File: config.mk
export PLATFORM = sky130hd
export DESIGN_NAME = uart_bitrate_timer
export DESIGN_NICKNAME = d
export VERILOG_FILES = /design/src/rtl/uart_bt_pkg.sv /design/src/rtl/uart_frame_decode.sv /design/src/rtl/uart_baud_chain.sv /design/src/rtl/uart_idle_timer.sv /design/src/rtl/uart_bitrate_timer.sv
export SDC_FILE = /design/constraint.sdc
export NUM_CORES = 1
export LEC_CHECK = 0
export BUFFER_PORTS_ARGS = -buffer_cell sky130_fd_sc_hd__buf_2
export CAP_MARGIN = 20
export CORE_MARGIN = 3
export CORE_UTILIZATION = 57
export DETAILED_ROUTE_END_ITERATION = 8
export GPL_ROUTABILITY_DRIVEN = 1
export PLACE_DENSITY = 0.81
export SLEW_MARGIN = 20
export SYNTH_ARGS = -nofsm -noshare
export SYNTH_HDL_FRONTEND = slang
export SYNTH_SLANG_ARGS = --single-unit
File: constraint.sdc
create_clock -name clk -period 2.7 [get_ports clk]
set_clock_uncertainty 0.15 [all_clocks]
set_input_delay 0.135 -clock clk [delete_from_list [all_inputs] [get_ports clk]]
set_output_delay 0.135 -clock clk [all_outputs]
set_load 0.02 [all_outputs]
File: src/rtl/uart_bt_pkg.sv
package uart_bt_pkg;
   localparam int MAX_CHAR_BITS = 12;

   typedef struct packed {
      logic [3:0] data_bits;
      logic       par_en;
      logic       par_odd;
      logic [1:0] stop_bits;
      logic [3:0] char_bits;
   } frame_cfg_t;
endpackage

File: src/rtl/uart_frame_decode.sv
module uart_frame_decode
   import uart_bt_pkg::*;
(
   input  logic [7:0] mode_i,
   output frame_cfg_t cfg_o
);
   always_comb begin
      cfg_o = '0;
      unique case (mode_i[2:1])
         2'b11:   cfg_o.data_bits = 4'd6;
         2'b10:   cfg_o.data_bits = 4'd7;
         default: cfg_o.data_bits = 4'd8;
      endcase
      cfg_o.par_en  = (mode_i[5:4] == 2'b00);
      cfg_o.par_odd = (mode_i[5:3] == 3'b001);
      cfg_o.stop_bits = (mode_i[7:6] == 2'b11) ? 2'd1 : 2'd2;
      cfg_o.char_bits = 4'd1 + {3'd0, cfg_o.par_en} + cfg_o.data_bits
                        + {2'd0, cfg_o.stop_bits};
   end
endmodule

File: src/rtl/uart_baud_chain.sv
module uart_baud_chain #(
   parameter int CNT_W     = 16,
   parameter int DIV_W     = 8,
   parameter int PRE_RATIO = 8
) (
   input  logic             clk,
   input  logic             rst_n,
   input  logic             pre_sel,
   input  logic [CNT_W-1:0] baud_cnt,
   input  logic [DIV_W-1:0] sample_div,
   output logic             tick_o
);
   logic pre_en;
   logic run;
   logic samp;
   logic last;
   logic [CNT_W-1:0] bcnt_q;
   logic [DIV_W-1:0] sdiv_q;

   generate
      if (PRE_RATIO > 1) begin : g_pre
         localparam int PRE_W = $clog2(PRE_RATIO);
         logic [PRE_W-1:0] pre_q;
         always_ff @(posedge clk or negedge rst_n) begin
            if (!rst_n)        pre_q <= '0;
            else if (!pre_sel) pre_q <= '0;
            else               pre_q <= pre_q + 1'b1;
         end
         assign pre_en = !pre_sel || (pre_q == PRE_W'(PRE_RATIO - 1));
      end else begin : g_nopre
         assign pre_en = 1'b1;
      end
   endgenerate

   assign run  = (baud_cnt != '0);
   assign samp = run && pre_en && (bcnt_q >= baud_cnt - 1'b1);
   assign last = (sdiv_q >= sample_div);

   always_ff @(posedge clk or negedge rst_n) begin
      if (!rst_n) begin
         bcnt_q <= '0;
         sdiv_q <= '0;
         tick_o <= 1'b0;
      end else begin
         tick_o <= samp && last;
         if (!run) begin
            bcnt_q <= '0;
            sdiv_q <= '0;
         end else begin
            if (pre_en) bcnt_q <= samp ? '0 : bcnt_q + 1'b1;
            if (samp)   sdiv_q <= last ? '0 : sdiv_q + 1'b1;
         end
      end
   end
endmodule

File: src/rtl/uart_idle_timer.sv
module uart_idle_timer #(
   parameter int CW = 6
) (
   input  logic          clk,
   input  logic          rst_n,
   input  logic          tick,
   input  logic          rx_byte,
   input  logic [CW-1:0] limit,
   output logic          to_o
);
   logic          armed_q;
   logic [CW-1:0] cnt_q;
   logic          hit;

   assign hit = armed_q && tick && (cnt_q >= limit - 1'b1);

   always_ff @(posedge clk or negedge rst_n) begin
      if (!rst_n) begin
         armed_q <= 1'b0;
         cnt_q   <= '0;
         to_o    <= 1'b0;
      end else begin
         to_o <= 1'b0;
         if (rx_byte) begin
            armed_q <= 1'b1;
            cnt_q   <= '0;
         end else if (hit) begin
            armed_q <= 1'b0;
            cnt_q   <= '0;
            to_o    <= 1'b1;
         end else if (armed_q && tick) begin
            cnt_q <= cnt_q + 1'b1;
         end
      end
   end
endmodule

File: src/rtl/uart_bitrate_timer.sv
module uart_bitrate_timer
   import uart_bt_pkg::*;
#(
   parameter int CNT_W     = 16,
   parameter int DIV_W     = 8,
   parameter int PRE_RATIO = 8,
   parameter int TO_CHARS  = 4
) (
   input  logic             clk,
   input  logic             rst_n,
   input  logic [7:0]       mode_i,
   input  logic [CNT_W-1:0] baud_cnt_i,
   input  logic [DIV_W-1:0] sample_div_i,
   input  logic             rx_byte_i,
   output logic             baud_tick_o,
   output logic [3:0]       data_bits_o,
   output logic             parity_en_o,
   output logic             parity_odd_o,
   output logic [1:0]       stop_bits_o,
   output logic [3:0]       char_bits_o,
   output logic             rx_timeout_o
);
   localparam int TO_W = $clog2(TO_CHARS * MAX_CHAR_BITS + 1);

   generate
      if (PRE_RATIO < 1 || (PRE_RATIO & (PRE_RATIO - 1)) != 0) begin : g_bad_pre
         $error("PRE_RATIO must be a power of two");
      end
      if (TO_CHARS < 1) begin : g_bad_to
         $error("TO_CHARS must be at least 1");
      end
      if (CNT_W < 1 || DIV_W < 1) begin : g_bad_w
         $error("counter widths must be positive");
      end
   endgenerate

   frame_cfg_t       cfg;
   logic [TO_W-1:0]  to_limit;

   uart_frame_decode u_dec (
      .mode_i (mode_i),
      .cfg_o  (cfg)
   );

   uart_baud_chain #(
      .CNT_W     (CNT_W),
      .DIV_W     (DIV_W),
      .PRE_RATIO (PRE_RATIO)
   ) u_chain (
      .clk        (clk),
      .rst_n      (rst_n),
      .pre_sel    (mode_i[0]),
      .baud_cnt   (baud_cnt_i),
      .sample_div (sample_div_i),
      .tick_o     (baud_tick_o)
   );

   assign to_limit = TO_W'(TO_CHARS) * TO_W'(cfg.char_bits);

   uart_idle_timer #(
      .CW (TO_W)
   ) u_idle (
      .clk     (clk),
      .rst_n   (rst_n),
      .tick    (baud_tick_o),
      .rx_byte (rx_byte_i),
      .limit   (to_limit),
      .to_o    (rx_timeout_o)
   );

   assign data_bits_o  = cfg.data_bits;
   assign parity_en_o  = cfg.par_en;
   assign parity_odd_o = cfg.par_odd;
   assign stop_bits_o  = cfg.stop_bits;
   assign char_bits_o  = cfg.char_bits;
endmodule

=== Yosys cells after proc, flatten, opt, wreduce, memory -nomap -nowiden ===
Index checks and enable logic that the tools add are counted.

* Add/subtract/negate cells: 9
* Order comparisons: 3
* Equality and inequality tests: 7
* Muxes and demuxes: 16
* Reduce and logical (&&, ||, !) cells: 11

{| class="wikitable"
|+ Operators with widths
! operator !! count
|-
| 16-bit 2-to-1 mux || 3
|-
| 8-bit 2-to-1 mux || 3
|-
| 6-bit 2-to-1 mux || 3
|-
| 16-bit by 1-bit adder with 16-bit output, second input constant || 1
|-
| 16-bit >= comparator || 1
|-
| 16-bit nonzero test || 1
|-
| 16-bit by 1-bit subtractor with 16-bit output, second input constant || 1
|-
| 8-bit by 1-bit adder with 8-bit output, second input constant || 1
|-
| 8-bit >= comparator || 1
|-
| 4-bit case mux with 2 select lines || 1
|-
| 6-bit by 1-bit adder with 6-bit output, second input constant || 1
|-
| 2-bit equality test, second input constant || 3
|-
| 6-bit >= comparator || 1
|-
| 6-bit by 1-bit subtractor with 6-bit output, second input constant || 1
|-
| 1-bit logical AND || 5
|-
| 4-bit by 2-bit adder with 4-bit output || 1
|-
| 4-bit adder || 1
|-
| 1-bit 2-to-1 mux || 4
|-
| 3-bit by 1-bit adder with 3-bit output, second input constant || 1
|-
| 3-bit by 1-bit equality test with 1-bit output, second input constant || 1
|-
| 3-bit equality test, second input constant || 1
|-
| 3-bit 2-to-1 mux || 1
|-
| 3-bit nonzero test || 1
|-
| 1-bit by 1-bit adder with 2-bit output, first input constant || 1
|-
| 7 further kinds || 7
|}

* Register bits: 36
* Input port bits: 35
* Output and inout bits: 14
* Word-level logic and storage cells: 53

=== Depth between registers and ports, before layout ===
* Word-level depth: 9
* Depth in mapped cells: 13
* Mapped depth without buffers: 13

=== Modules after synthesis ===
From an unflattened synthesis, not the netlist that was laid out.

* Cells, all modules: 332
* Area total of the unflattened synthesis: 2965.3 sq um

{| class="wikitable"
|+ By module, submodules not included
! module !! times used !! cells each !! area an instance (sq um) !! seq. area each (sq um)
|-
| uart_baud_chain || 1 || 246 || 2222.1 || 700.7
|-
| uart_idle_timer || 1 || 66 || 608.1 || 200.2
|-
| uart_frame_decode || 1 || 19 || 131.4 || 0.0
|-
| uart_bitrate_timer || 1 || 1 || 3.8 || 0.0
|}

=== Least setup slack after synthesis ===
No wires, ideal clock.

* Path type: input -> register
* Start point: input mode_i[6]
* End point: register u_idle.cnt_q[2]
* Library setup time: 0.072 ns
* Arrival: 2.952 ns
* Data required time: 2.478 ns
* Path slack: -0.474 ns
* Stages on the path: 13
* Buffers on the path: 0
* Path through: nand2_1 -> inv_1 -> fa_1 -> inv_1 -> ha_1 -> xnor2_1 -> xnor2_1 -> xnor2_1 -> ha_1 -> a211o_1 -> o211ai_1 -> nand2b_1 -> nor2_1

* Word-level cells in the longest chain between the ends: 8
* Elaborated cells between the ends (all ways): 9
* Classes of those cells: 2 x add/sub; 1 x order compare; 1 x eq/ne; 3 x mux; 2 x reduce/logical

{| class="wikitable"
|+ RTL lines
! item !! RTL line !! RTL
|-
| start: declaration || uart_bitrate_timer.sv:11 || <nowiki>input logic [7:0] mode_i,</nowiki>
|-
| 2-bit equality test (*) || uart_frame_decode.sv:16 || <nowiki>cfg_o.stop_bits = (mode_i[7:6] == 2'b11) ? 2'd1 : 2'd2;</nowiki>
|-
| 2-bit 2-to-1 mux (*) || uart_frame_decode.sv:16 ||
|-
| via stop_bits_o[0] || uart_bitrate_timer.sv:19 || <nowiki>output logic [1:0] stop_bits_o,</nowiki>
|-
| 4-bit by 2-bit adder with 4-bit output (*) || uart_frame_decode.sv:18 || <nowiki>+ {2'd0, cfg_o.stop_bits};</nowiki>
|-
| via char_bits_o[2] || uart_bitrate_timer.sv:20 || <nowiki>output logic [3:0] char_bits_o,</nowiki>
|-
| 6-bit by 1-bit subtractor with 6-bit output (*) || uart_idle_timer.sv:15 || <nowiki>assign hit = armed_q && tick && (cnt_q >= limit - 1'b1);</nowiki>
|-
| 6-bit >= comparator (*) || uart_idle_timer.sv:15 ||
|-
| 1-bit logical AND (*) || uart_idle_timer.sv:15 ||
|-
| 6-bit 2-to-1 mux || uart_idle_timer.sv:27 || <nowiki>end else if (hit) begin</nowiki>
|-
| 6-bit 2-to-1 mux || uart_idle_timer.sv:24 || <nowiki>if (rx_byte) begin</nowiki>
|-
| end signal: assignment || uart_idle_timer.sv:32 || <nowiki>cnt_q <= cnt_q + 1'b1;</nowiki>
|-
| end: declaration || uart_idle_timer.sv:12 || <nowiki>logic [CW-1:0] cnt_q;</nowiki>
|}

Mark *: on every way through the listed nets, which the timed path passes. The rest lies on a longest branch.
A chain may end at the register's enable or synchronous reset.

=== Worst setup path after layout ===
* Start point: input mode_i[5]
* End point: register u_idle.cnt_q[2]

* Word-level cells in the longest chain between the ends: 9
* Elaborated cells between the ends (all ways): 10
* Classes of those cells: 4 x add/sub; 1 x order compare; 2 x mux; 3 x reduce/logical

{| class="wikitable"
|+ RTL lines
! item !! RTL line !! RTL
|-
| 2-bit logical NOT (*) || uart_frame_decode.sv:14 || <nowiki>cfg_o.par_en = (mode_i[5:4] == 2'b00);</nowiki>
|-
| 1-bit by 1-bit adder with 2-bit output (*) || uart_frame_decode.sv:17 || <nowiki>cfg_o.char_bits = 4'd1 + {3'd0, cfg_o.par_en} + cfg_o.data_bits</nowiki>
|-
| 4-bit adder (*) || uart_frame_decode.sv:17 ||
|-
| 4-bit by 2-bit adder with 4-bit output (*) || uart_frame_decode.sv:18 ||
|-
| 6-bit by 1-bit subtractor with 6-bit output (*) || uart_idle_timer.sv:15 ||
|-
| 6-bit >= comparator (*) || uart_idle_timer.sv:15 ||
|-
| 1-bit logical AND (*) || uart_idle_timer.sv:15 ||
|-
| 6-bit 2-to-1 mux || uart_idle_timer.sv:27 ||
|-
| 6-bit 2-to-1 mux || uart_idle_timer.sv:24 ||
|}

Every way passes the cells marked *; elsewhere a longest branch is shown, timed or not.

==> key figures <==
Outcome
  – Status: finished, final reports clean

Synth
  – Mapped cell area: 2939 sq um
  – Unique masters post-synth: 55
  – Mapped Nets: 394
  – Post-Syn Instances: 320
  – Asr flop ratio synth: 100.0%
  – Most used DFF post-synth: dfrtp_1
  – Syn Area/Cell: 9.185 sq um
  – Warnings from Yosys: 0
  – Synth Register Bits: 36
  – Seq/Total Area, Yosys: 30.65%
  – Number of enable flip-flop cells after synthesis: 0

Critical path
  – Worst-path cell chain: buf_6 -> or2_4 -> fa_1 -> inv_2 -> ha_4 -> inv_4 -> ha_4 -> ha_4 -> a21o_1 -> a211o_1 -> o211ai_1 -> nand2b_1 -> nor2_1
  – Slowest cell delay on critical path: 0.50 ns
  – Worst Path Class, Setup: primary input to register
  – Crit-path leading delay family: adder cells
  – WP data arrival: 2.71 ns
  – CP startpoint: mode_i[5]
  – R2R Path Start: u_chain.bcnt_q[0]
  – R2r setup slk: 0.22 ns
  – Startpoint Class: primary input
  – Worst EP required: 2.77 ns
  – CP endpoint: u_idle.cnt_q[2]
  – Max stage delay cell, worst path: fa_1
  – Stages on worst setup path: 13
  – RR Endpoint: u_chain.sdiv_q[5]
  – Crit path max fanout: 4
  – R2R cell count: 9
  – Worst Path Buf+Inv: 3
  – Most frequent CP cell: ha_4
  – Critical Path Sink Type: register

Place
  – Port Buffers: 47
  – Pre-CTS setup slack: -0.3867 ns
  – Post-Place Cells: 459
  – Gpl congestion: 0.8049
  – DPL Wire Length: 5073 microns
  – Placed Area: 3528 sq um

Layout
  – Storage cell area: 900.9 sq um
  – Fillers: 313
  – Fin nets: 485
  – Syn-to-layout area delta: 31.37%
  – Final non-filler cell total: 479
  – Multi-input gate area: 2076 sq um
  – Most frequent cells in the layout: buf_2 (42), buf_4 (38), dfrtp_1 (36)
  – Ant. Diodes: 0
  – Most common cell after layout, fill and taps aside: buf_2
  – Layout cell share with drive strength beyond 1: 32.52%
  – Final Instance Area: 3861 sq um

Timing
  – Final worst path period share: 97.79%
  – Crit path setup slack, layout: 0.05979 ns
  – Slew Viols, Final: 0
  – Worst slew pin tran: 0.7978 ns
  – Max frequency: 378.8 MHz
  – RSZ-0062 raised after global routing: true
  – Fin. Hold Viols: 0
  – Setup-failing EPs final: 0
  – Min cycle time layout: 2.640 ns
  – Relative slew slack: 46.81%

Detailed routing
  – Initial DRC Count: 148
  – Via-per-instance ratio: 5.593
  – Wire per inst: 14.76 microns
  – DRC: 0
  – Via count: 2679
  – Pre-Repair DR Iteration Count: 6
  – Post-Route WL: 7072 microns
  – Antenna-violating nets left: 0

Global routing
  – Vias in the first global route: 2677
  – Antenna violations before repair: 0
  – Tot GR Track Use: 22.36%
  – Largest net degree at the start of global routing: 37
  – Grt ovf: 0
  – Global-route wire length before repair: 11140 microns

Floorplan
  – Core area: 4848 sq um
  – # rows: 25
  – Die area: 6054 sq um
  – I/O pin count: 49
  – Die width: 77.81 microns
  – Die Y: 77.81 microns
  – Starting Density: 60.62%

Flow run
  – Max cap viols: 0

CTS
  – H-tree levels: 2
  – Worst-Skew Late Latency: 0.30 ns
  – CTS Buf Count: 5
  – Clock transition at path regs: 0.08 ns
  – CTS tree: yes
  – Sink Count: 36
  – Longest Clk Path Bufs: 2
  – Root Driver: clkbuf_8

Power
  – Max IR drop VDD: 221.3 uV
  – Lkg Pwr: 1.906 nW
  – Pwr/cell area: 389.2 nW/um^2

Hold path
  – Hold Crit Depth: 4
  – Worst Hold Class: primary input to register
  – Min-delay src: baud_cnt_i[15]
flip-flops by register name (all words and copies together), names as in the netlist:
register,flops
u_chain.bcnt_q,16
u_chain.g_pre.pre_q,3
u_chain.sdiv_q,8
u_chain.tick_o,1
u_idle.armed_q,1
u_idle.cnt_q,6
u_idle.to_o,1
worst min-delay path by stage:
stage | endpoint | slack, ns
2_1_floorplan | u_chain.bcnt_q[0] | -0.31
6_report | u_chain.bcnt_q[0] | 0.28
4_1_cts | u_chain.sdiv_q[1] | 0.26
3_5_place_dp | u_chain.g_pre.pre_q[1] | 0.10
3_3_place_gp | u_chain.g_pre.pre_q[1] | 0.1
5_1_grt | u_chain.g_pre.pre_q[0] | 0.30
timing repair:
item | in CTS | in global routing
endpoints found under the setup margin | 20 | 33
endpoints found under the hold margin | 42 | 0
gates cloned | 0 | 1
hold buffers | 3 | 0
pin swaps | 1 | 17
gates resized for setup | 5 | 28
setup buffers | 0 | 8
power breakdown:
part | internal [mW] | leakage (nW) | switching, mW
combinational | 0.221 | 1.41 | 0.245
sequential | 0.580 | 0.459 | 0.0660
clock | 0.183 | 0.0404 | 0.209
total | 0.984 | 1.91 | 0.519
stage by stage:
stage                     util (%)  power (mW)  hold slack, ns  setup TNS, ns
after CTS                    75.79       1.479          0.2631        -0.1822
after floorplan                  -      0.9149         -0.3106        -0.4219
after detailed placement     72.77       1.084          0.1028         -10.34
after global placement       72.77       1.061         0.09616         -8.381
after global routing         79.64       1.582          0.3023        -0.5706
final                        79.64       1.503          0.2762              0
cell type report:
cell class,count,area share (%)
sequential,36,23.33
multi-input combinational,252,53.76
clock buffer,5,1.782
tap,67,2.171
timing repair buffer,91,15.85
clock inverter,3,0.6157
inverter,25,2.495
worst reg2reg max path, delay by kind of cell, from the launching register on:
kind,cells,cell delay [ns]
buf+inv,2,0.26
flops,1,0.39
simple gates,1,0.14
fa+ha+maj,1,0.22
compound gates,5,1.24
synthesized netlist by cell type, types with 3 or more instances:
cell | instances | share of area, %
o21ai_0 | 3 | 0.51
xnor2_1 | 14 | 4.2
nor4_1 | 4 | 0.85
nor3_1 | 8 | 1.4
dfrtp_1 | 36 | 31
and2_1 | 6 | 1.3
nand2_1 | 27 | 3.4
a21o_1 | 4 | 1.0
nand4_1 | 10 | 2.1
and4_1 | 3 | 0.89
xor2_1 | 20 | 6.0
buf_4 | 3 | 0.77
o22ai_1 | 3 | 0.64
and3_1 | 8 | 1.7
ha_1 | 37 | 16
nor2_1 | 30 | 3.8
nand3_1 | 15 | 2.6
nand2b_1 | 6 | 1.3
a21oi_1 | 11 | 1.9
inv_1 | 25 | 3.2
nor2b_1 | 3 | 0.64
layer usage:
layer	GRT usage [%]	up-vias	wire length [microns]
li1	-	1306	-
met1	26.34	1270	2893
met2	40.75	84	3676
met3	2.900	19	332
met4	8.719	0	170
met5	0	-	0
cells by family (layout without fill, tap and decap cells):
family | count (synthesis) | count (layout) | share of synthesized area, %
and+or+nand+nor | 131 | 131 | 24.65
AOI/OAI and AO/OA | 45 | 45 | 11.66
buffers and inverters | 32 | 124 | 4.981
other | 1 | 1 | 0.1276
muxes | 2 | 2 | 0.6812
DFF | 36 | 36 | 30.65
xor gates and xnor gates | 34 | 34 | 10.13
adders and majority gates | 39 | 39 | 17.11
No activity file was read; power rests on OpenSTA's default activity.
